==> config.mk <==
export PLATFORM = sky130hd
export DESIGN_NAME = iso_cycle_timer
export DESIGN_NICKNAME = d
export VERILOG_FILES = /design/src/rtl/iso_timer_pkg.sv /design/src/rtl/strobe_edge_sync.sv /design/src/rtl/cycle_time_counter.sv /design/src/rtl/cycle_start_ctrl.sv /design/src/rtl/iso_cycle_timer.sv
export SDC_FILE = /design/constraint.sdc
export NUM_CORES = 1
export LEC_CHECK = 0
export BUFFER_PORTS_ARGS = -buffer_cell sky130_fd_sc_hd__buf_4
export CAP_MARGIN = 30
export CORE_AREA = 2 2 71 73
export DETAILED_ROUTE_END_ITERATION = 10
export DIE_AREA = 0 0 73 75
export PLACE_DENSITY = 0.71
export REMOVE_ABC_BUFFERS = 1
export SLEW_MARGIN = 30
export SYNTH_ARGS = -nofsm -noshare
export SYNTH_HDL_FRONTEND = slang
export SYNTH_SLANG_ARGS = --single-unit
==> constraint.sdc <==
create_clock -name clk -period 2.7 [get_ports clk]
set_input_delay 0.27 -clock clk [delete_from_list [all_inputs] [get_ports clk]]
set_output_delay 0.27 -clock clk [all_outputs]
set_load 0.03 [all_outputs]
==> src/rtl/iso_timer_pkg.sv <==
package iso_timer_pkg;

  // Which event ends a cycle.
  typedef enum logic [0:0] {
    SRC_COUNTER = 1'b0,
    SRC_STROBE  = 1'b1
  } cyc_src_e;

  // Number of synchroniser flops ahead of the edge detector.
  localparam int unsigned SYNC_STAGES = 2;

endpackage

==> src/rtl/strobe_edge_sync.sv <==
module strobe_edge_sync #(
  parameter int unsigned STAGES = 2
) (
  input  logic clk,
  input  logic rst,
  input  logic strobe_in,
  output logic rise_pulse
);

  // sync_q[STAGES-1] is the synchronised level; sync_q[STAGES] is its delayed copy.
  logic [STAGES:0] sync_q;

  always_ff @(posedge clk) begin
    if (rst) begin
      sync_q <= '0;
    end else begin
      sync_q <= {sync_q[STAGES-1:0], strobe_in};
    end
  end

  assign rise_pulse = sync_q[STAGES-1] & ~sync_q[STAGES];

  AST_EDGE_SINGLE: assert property (@(posedge clk) disable iff (rst)
    rise_pulse |=> !rise_pulse);

endmodule

==> src/rtl/cycle_time_counter.sv <==
module cycle_time_counter #(
  parameter int unsigned OFFSET_MAX = 3071,
  parameter int unsigned CYCLE_MAX  = 7999,
  parameter int unsigned SEC_W      = 7,
  parameter int unsigned OFF_W      = 12,
  parameter int unsigned CYC_W      = 13
) (
  input  logic             clk,
  input  logic             rst,
  input  logic             wr_en,
  input  logic [SEC_W-1:0] wr_sec,
  input  logic [CYC_W-1:0] wr_cyc,
  input  logic [OFF_W-1:0] wr_off,
  input  logic             strobe_mode,
  input  logic             strobe_rise,
  output logic [SEC_W-1:0] sec_q,
  output logic [CYC_W-1:0] cyc_q,
  output logic [OFF_W-1:0] off_q,
  output logic             boundary,
  output logic             sec_roll
);

  localparam logic [OFF_W-1:0] OFF_LAST = OFF_W'(OFFSET_MAX);
  localparam logic [CYC_W-1:0] CYC_LAST = CYC_W'(CYCLE_MAX);

  logic off_at_last;
  logic cyc_at_last;

  assign off_at_last = (off_q == OFF_LAST);
  assign cyc_at_last = (cyc_q == CYC_LAST);

  // A cycle ends at the counter wrap (counter mode) or at a strobe edge
  // (strobe mode). A host write on the same clock takes precedence.
  always_comb begin
    if (wr_en) begin
      boundary = 1'b0;
    end else if (strobe_mode) begin
      boundary = strobe_rise;
    end else begin
      boundary = off_at_last;
    end
  end

  assign sec_roll = boundary & cyc_at_last;

  always_ff @(posedge clk) begin
    if (rst) begin
      off_q <= '0;
      cyc_q <= '0;
      sec_q <= '0;
    end else if (wr_en) begin
      off_q <= wr_off;
      cyc_q <= wr_cyc;
      sec_q <= wr_sec;
    end else if (boundary) begin
      off_q <= '0;
      cyc_q <= cyc_at_last ? '0 : cyc_q + CYC_W'(1);
      if (cyc_at_last) begin
        sec_q <= sec_q + SEC_W'(1);
      end
    end else if (!off_at_last) begin
      off_q <= off_q + OFF_W'(1);
    end
    // otherwise: strobe mode parked at the last offset
  end

  AST_OFFSET_STEP: assert property (@(posedge clk) disable iff (rst)
    (!wr_en && !strobe_rise && !off_at_last) |=> (off_q == $past(off_q) + OFF_W'(1)));

  AST_WRITE_LOAD: assert property (@(posedge clk) disable iff (rst)
    wr_en |=> (off_q == $past(wr_off) && cyc_q == $past(wr_cyc) && sec_q == $past(wr_sec)));

  AST_STROBE_PARK: assert property (@(posedge clk) disable iff (rst)
    (strobe_mode && off_at_last && !strobe_rise && !wr_en) |=> (off_q == OFF_LAST));

  AST_CYCLE_HELD: assert property (@(posedge clk) disable iff (rst)
    (!wr_en && !boundary) |=> $stable(cyc_q));

endmodule

==> src/rtl/cycle_start_ctrl.sv <==
module cycle_start_ctrl (
  input  logic clk,
  input  logic rst,
  input  logic master,
  input  logic boundary,
  input  logic sec_roll,
  input  logic ack,
  output logic req_q,
  output logic lost_q,
  output logic irq_cyc_q,
  output logic irq_sec_q
);

  logic new_start;

  assign new_start = boundary & master;

  always_ff @(posedge clk) begin
    if (rst) begin
      req_q     <= 1'b0;
      lost_q    <= 1'b0;
      irq_cyc_q <= 1'b0;
      irq_sec_q <= 1'b0;
    end else begin
      irq_cyc_q <= new_start;
      irq_sec_q <= sec_roll;
      if (new_start) begin
        req_q <= 1'b1;
        if (req_q && !ack) begin
          lost_q <= 1'b1;
        end
      end else if (ack) begin
        req_q <= 1'b0;
      end
    end
  end

  AST_REQ_HOLD: assert property (@(posedge clk) disable iff (rst)
    (req_q && !ack) |=> req_q);

  AST_LOST_STICKY: assert property (@(posedge clk) disable iff (rst)
    lost_q |=> lost_q);

  AST_IRQ_WITH_REQ: assert property (@(posedge clk) disable iff (rst)
    irq_cyc_q |-> req_q);

  AST_IRQ_MASTER_ONLY: assert property (@(posedge clk) disable iff (rst)
    (!master && !req_q && !ack) |=> !irq_cyc_q || $past(boundary));

endmodule

==> src/rtl/iso_cycle_timer.sv <==
module iso_cycle_timer
  import iso_timer_pkg::*;
#(
  parameter int unsigned OFFSET_MAX = 3071,
  parameter int unsigned CYCLE_MAX  = 7999,
  parameter int unsigned SEC_W      = 7
) (
  input  logic                                 clk,
  input  logic                                 rst,
  input  logic                                 cyc_master,
  input  logic                                 ext_src_sel,
  input  logic                                 ext_strobe,
  input  logic                                 wr_en,
  input  logic [SEC_W-1:0]                     wr_seconds,
  input  logic [$clog2(CYCLE_MAX+1)-1:0]       wr_cycle,
  input  logic [$clog2(OFFSET_MAX+1)-1:0]      wr_offset,
  input  logic                                 start_ack,
  output logic [SEC_W-1:0]                     time_seconds,
  output logic [$clog2(CYCLE_MAX+1)-1:0]       time_cycle,
  output logic [$clog2(OFFSET_MAX+1)-1:0]      time_offset,
  output logic                                 start_req,
  output logic                                 lost_cycle,
  output logic                                 irq_cycle_start,
  output logic                                 irq_seconds
);

  localparam int unsigned OFF_W = $clog2(OFFSET_MAX + 1);
  localparam int unsigned CYC_W = $clog2(CYCLE_MAX + 1);

  cyc_src_e src_sel;
  logic     strobe_mode;
  logic     strobe_rise;
  logic     boundary;
  logic     sec_roll;

  // The external source is only honoured while this node is cycle master.
  assign src_sel     = cyc_src_e'(ext_src_sel);
  assign strobe_mode = cyc_master && (src_sel == SRC_STROBE);

  strobe_edge_sync #(
    .STAGES (SYNC_STAGES)
  ) u_sync (
    .clk        (clk),
    .rst        (rst),
    .strobe_in  (ext_strobe),
    .rise_pulse (strobe_rise)
  );

  cycle_time_counter #(
    .OFFSET_MAX (OFFSET_MAX),
    .CYCLE_MAX  (CYCLE_MAX),
    .SEC_W      (SEC_W),
    .OFF_W      (OFF_W),
    .CYC_W      (CYC_W)
  ) u_count (
    .clk         (clk),
    .rst         (rst),
    .wr_en       (wr_en),
    .wr_sec      (wr_seconds),
    .wr_cyc      (wr_cycle),
    .wr_off      (wr_offset),
    .strobe_mode (strobe_mode),
    .strobe_rise (strobe_rise),
    .sec_q       (time_seconds),
    .cyc_q       (time_cycle),
    .off_q       (time_offset),
    .boundary    (boundary),
    .sec_roll    (sec_roll)
  );

  cycle_start_ctrl u_start (
    .clk       (clk),
    .rst       (rst),
    .master    (cyc_master),
    .boundary  (boundary),
    .sec_roll  (sec_roll),
    .ack       (start_ack),
    .req_q     (start_req),
    .lost_q    (lost_cycle),
    .irq_cyc_q (irq_cycle_start),
    .irq_sec_q (irq_seconds)
  );

  AST_RESET_CLEAR: assert property (@(posedge clk)
    rst |=> (time_offset == '0 && time_cycle == '0 && time_seconds == '0 &&
             !start_req && !lost_cycle && !irq_cycle_start && !irq_seconds));

  AST_SEC_IRQ_WRAP: assert property (@(posedge clk) disable iff (rst)
    irq_seconds |-> (time_cycle == '0 && time_offset == '0));

endmodule

======== After elaboration in Yosys (flattened, before gate mapping) ========
Cells that the tools add are included.
storage, ports and cells
  input bits .............................. 39
  word-level logic and storage cells ...... 39
  output and inout port bits .............. 36
  flip-flop bits (word level) ............. 39
cells by class
  reduce and logical (&&, ||, !) cells .... 8
  eq/ne operators ......................... 3
  multiplexer cells ....................... 13
  bitwise logic cells ..................... 4
  $add $sub $neg .......................... 3
operators by type and width
  operator                 count
  $mux W13                 3
  $mux W12                 3
  $mux W7                  3
  $add A13 B1 Y13 const B  1
  $eq A13 B13 Y1 const B   1
  $add A12 B1 Y12 const B  1
  $eq A12 B12 Y1 const B   1
  $add A7 B1 Y7 const B    1
  $reduce_bool A2 Y1       3
  $mux W1                  4
  $reduce_and A2 Y1        2
  $and A1 B1 Y1            3
  $ne A3 B2 Y1 const B     1
  $logic_and A1 B1 Y1      2
  $logic_not A1 Y1         1
  $not A1 Y1               1

======== Depth between registers and ports, before layout ========
  word-level depth ........................ 6
  mapped depth ............................ 7
  mapped depth without buffers ............ 6

======== Modules after synthesis ========
A second synthesis with hierarchy kept.
unflattened totals
  cells, all modules ...................... 271
  area total of the unflattened synthesis .. 2,198.4 um^2
modules (own cells, without submodules)
  module              instances  sequential area each (um^2)  cells each  area an instance (um^2)
  cycle_time_counter  1          640.6                        251         1,981.9
  cycle_start_ctrl    1          80.1                         12          122.6
  strobe_edge_sync    1          60.1                         7           87.6
  iso_cycle_timer     1          0.0                          1           6.3

======== Worst setup path after synthesis ========
No wires, ideal clock.
  path kind ............................... flip-flop to flip-flop
  start point ............................. register u_count.off_q[0]
  end point ............................... register u_count.sec_q[2]
  arrival ................................. 2,213 ps
  period minus slack after synthesis ...... 2,298 ps
  setup time .............................. 86 ps
  data required time ...................... 2,614 ps
  cell stages (with the launch flop) ...... 8
  path slack .............................. 402 ps
  path buffers ............................ 1
  cells stage by stage .................... dfxtp_1 ha_1 nand3_1 o41ai_2 buf_6 nand3_2 xor2_1 a211oi_1
between the ends
  longest elaborated chain between the ends .. 5
RTL lines
  item                          line                      source
  from (decl)                   cycle_time_counter.sv:18  output logic [OFF_W-1:0] off_q,
  from (signal assigned)        cycle_time_counter.sv:52  off_q <= wr_off;
  from (signal assigned)        cycle_time_counter.sv:62  off_q <= off_q + OFF_W'(1);
  $eq A12 B12 Y1                cycle_time_counter.sv:29  assign off_at_last = (off_q == OFF_LAST);
  $mux W1                       cycle_time_counter.sv:37  end else if (strobe_mode) begin
  $mux W1                       cycle_time_counter.sv:35  if (wr_en) begin
  $reduce_bool A2 Y1 (no line)  -
  $reduce_and A2 Y1 (no line)   -
  to (signal assigned)          cycle_time_counter.sv:54  sec_q <= wr_sec;
  to (signal assigned)          cycle_time_counter.sv:59  sec_q <= sec_q + SEC_W'(1);
  to (decl)                     cycle_time_counter.sv:16  output logic [SEC_W-1:0] sec_q,
No other way between the ends.
A chain may end at the register's enable or synchronous reset.

======== Worst setup path after layout ========
  start point ............................. register u_count.off_q[0]
  end point ............................... register u_count.sec_q[3]
Same word-level chain as after synthesis.

==> summary.log <==
[yosys] number of library cell types mapped by synthesis 42
[global_routing] number of global-route vias before repair 1811
[yosys] cells after synthesis 245
[place] sum of net half-perimeters after detailed placement 3780 µm
[global_routing] first-pass GRT wire length 8400 µm
[pwr] design internal power 1.09 mW
[route] total number of vias 2055
[clocking] clk sinks 39
[sta] Max-slew headroom 61.0%
[clocking] clock tree root buffer cell sky130_fd_sc_hd__clkbuf_8
[outcome] status finished, final reports clean
[place] RD Place Congestion 0.839
[global_routing] initial antenna violation count 0
[worst_setup_path] buffering stage count on the worst path with inverters included 0
[cells_and_area] final instance count without filler cells 370
[yosys] Avg Cell Area, Syn 8.25 µm²
[pwr] logic gate share of total power 16.9%
[clocking] clock tree from TritonCTS built
[sta] final number of setup-violating endpoints 0
[route] ratio of routed vias to standard cells 5.55
[worst_setup_path] kind of end point of the critical path flop
[clocking] clock latency reported for the late side of the worst-skew pair 0.29 ns
[sta] setup repair after global routing missed its margin no
[pwr] sequential fraction of design power 43.7%
[cells_and_area] area overhead of the layout relative to synthesis 35.5%
[cells_and_area] # diodes 0
[yosys] main flop type after synthesis sky130_fd_sc_hd__dfxtp_1
[route] Wirelength per Cell 14.3 µm
[global_routing] GRT Resource Usage Total 19.8%
[route] number of nets with antenna violations after detailed routing 0
[die] chip height 75 µm
[route] DR pass1 iterations 5
[global_routing] met3 track demand over resource 4.95%
[pwr] areal power density over the cells 546 nW/µm²
[cells_and_area] proportion of layout cells with a drive suffix above 1 28.5%
[die] initial cell density of the core 43.4%
[pwr] worst-case vdd ir drop 0.303 mV
[sta] worst clock skew 0.00405 ns
[clocking] post-CTS setup-driven buffer insertion count 0
[sta] transition time at the pin with the least slew margin 0.584 ns
[cells_and_area] most frequent cells in the layout sky130_fd_sc_hd__buf_4, sky130_fd_sc_hd__dfxtp_1, sky130_fd_sc_hd__nand2_1, sky130_fd_sc_hd__nor2_1, sky130_fd_sc_hd__nand3_1
[clocking] maximum level of the CTS H-tree 2
[worst_setup_path] worst-path fanout max 15
[sta] shortest period the worst path allows 2.33 ns
[global_routing] fraction of met2 tracks used by global routing 34.6%
[pwr] net switching power of the design 0.402 mW
[route] number of DRC violations after detailed routing 0
[route] Total Wirelength 5290 µm
[cells_and_area] summed area of non-filler cells in the final layout 2740 µm²
[cells_and_area] number of nets in the layout 357
[die] die width 73 µm
[clocking] post-cts repair resize count 0
[place] count of input and output buffers 74
[worst_setup_path] slowest stage cell, crit path sky130_fd_sc_hd__o41a_1
[yosys] number of synthesized flops with an enable pin 0
[global_routing] met1 capacity usage during global routing 24.2%
[yosys] post-synthesis cell area 2020 µm²
[clocking] Bufs on Longest Clock Path 2
[die] number of placement rows 25
[cells_and_area] number of filler cells placed in the layout 448
[worst_setup_path] category of the critical setup timing path flop to flop
[yosys] share of synthesized area occupied by flip-flops and latches 38.6%
[worst_setup_path] cell class contributing the biggest share of worst-path delay compound AO/OA/AOI/OAI gates
[sta] FMAX 429 MHz
[die] Core Footprint 4660 µm²
[sta] number of slew-limit violations in the final report 0
[place] pre-CTS setup slack 0.376 ns
[die] die area 5480 µm²
[worst_setup_path] delay of the slowest cell on the worst path 0.68 ns
[pwr] Clk network pwr share 39.4%
[sta] Hold Violations, Final 0
[global_routing] GRT overflow 0
[worst_hold_path] min-delay worst type input port to flop
[die] I/O pins 75
[cells_and_area] end-of-flow core utilization 58.7%
[route] Initial DRC Count 114
[yosys] post-synthesis register bit count 39
[global_routing] pin count of the biggest net entering global routing 37
[worst_setup_path] required time of the critical path 2.88 ns
[sta] share of the clock period used by the worst path 86.4%
[sta] post-route setup TNS 0 ns
[place] # placed instances 362
[worst_setup_path] type of element launching the critical path flop
[worst_setup_path] Crit path arrival time 2.52 ns
[yosys] proportion of register bits with asynchronous set or reset after synthesis 0%
[run] number of max-cap violations 0
[pwr] switching share of power 27.0%
[pwr] leakage power of the design 1.11 nW
[clocking] CTS Buf Count 5
[place] instance area at placement 2600 µm²
[global_routing] busiest grt layer met2
[worst_setup_path] sequence of cells on the critical path ha_1 > nand3_1 > o41a_1 > nor4b_1 > xnor2_1 > a21oi_1
[clocking] clock-pin slew of the registers on the worst-case setup and hold paths 0.08 ns
[clocking] hold buffer count at cts 0
[cells_and_area] most common cell after layout, fill and taps aside sky130_fd_sc_hd__buf_4
[yosys] number of warnings issued by yosys 0
[sta] final setup slack of the worst path 0.366 ns
==> worst register-to-register path, cell delays in order (launching register included) <==
cell	delay, ns
sky130_fd_sc_hd__dfxtp_1	0.43
sky130_fd_sc_hd__ha_1	0.23
sky130_fd_sc_hd__nand3_1	0.20
sky130_fd_sc_hd__o41a_1	0.68
sky130_fd_sc_hd__nor4b_1	0.44
sky130_fd_sc_hd__xnor2_1	0.16
sky130_fd_sc_hd__a21oi_1	0.08
==> final cells by class <==
cell class              count  area, µm²  share of cell area [%]
multi-input cells         188       1160                    42.5
flip-flops and latches     39        781                    28.5
repair buffers             76        571                    20.8
well taps                  54       67.6                    2.47
inverters                   5       18.8                   0.686
clock buffers               5       68.8                    2.51
clock inverters             3       67.6                    2.47
==> Yosys cell counts, drive strengths merged, types with 2 or more instances <==
library cell	n	area, µm²
and2	2	12.5
clkbuf	11	41.3
nand2	28	105
o22ai	5	31.3
nand4b	3	26.3
a21oi	9	45.0
nand4	7	58.8
a21o	2	15.0
nor3	11	55.1
inv	5	18.8
nor2b	3	18.8
buf	2	16.3
and4	5	43.8
ha	3	37.5
mux2	2	22.5
a211oi	11	82.6
xnor2	9	78.8
xor2	8	70.1
nor2	28	105
nand3	14	75.1
a311oi	3	26.3
dfxtp	39	781
a31oi	2	12.5
o21ai	9	45.0
and3	4	25.0
o211ai	5	37.5
a22oi	3	22.5
==> final timing paths <==
path / start / to / slack (ns) / cells after the start
max: u_count.off_q[0] / u_count.sec_q[3] / 0.37 / 6
min: wr_cycle[6] / u_count.cyc_q[6] / 0.17 / 3
max reg2reg: u_count.off_q[0] / u_count.sec_q[3] / 0.37 / 6
min reg2reg: u_sync.sync_q[0] / u_sync.sync_q[1] / 0.45 / 1
==> power by group through the flow <==
stage / logic, mW / clock network (mW) / registers [mW]
detailed placement: 0.253 / 0 / 0.666
CTS: 0.254 / 0.596 / 0.653
global placement: 0.250 / 0 / 0.665
floorplan: 0.0719 / 0 / 0.718
global route: 0.272 / 0.618 / 0.659
finish: 0.252 / 0.588 / 0.653
==> logic make-up (layout without fill, tap and decap cells) <==
group                    count (synthesis)  after routing  share of synthesized area [%]
AND/OR/NAND/NOR                        110            110                           28.0
AO/OA/AOI/OAI                           55             55                           18.7
flip-flops                              39             39                           38.6
buffers and inverters                   18             89                           3.78
XOR/XNOR                                17             17                           7.37
adder cells (fa/ha/maj)                  3              3                           1.86
multiplexers                             3              3                           1.61
==> layer usage <==
layer | vias up | share of wire, % | routed length [µm]
met2 | 76 | 49 | 2570
met1 | 942 | 44 | 2340
met4 | 0 | 0.43 | 23
met3 | 2 | 6.8 | 360
li1 | 1035 | - | -
met5 | - | 0 | 0
==> stage by stage <==
stage	power (mW)	hold slack, ns
finish	1.49	0.173
global route	1.55	0.171
CTS	1.50	0.171
detailed placement	0.919	0.432
global placement	0.915	0.429
floorplan	0.790	0.339
==> registers in the layout, indices dropped and copies added (netlist names) <==
register,count
u_start.lost_q,1
u_start.irq_sec_q,1
u_count.sec_q,7
u_start.req_q,1
u_count.off_q,12
u_start.irq_cyc_q,1
u_count.cyc_q,13
u_sync.sync_q,3
No activity file was read; power rests on OpenSTA's default activity.
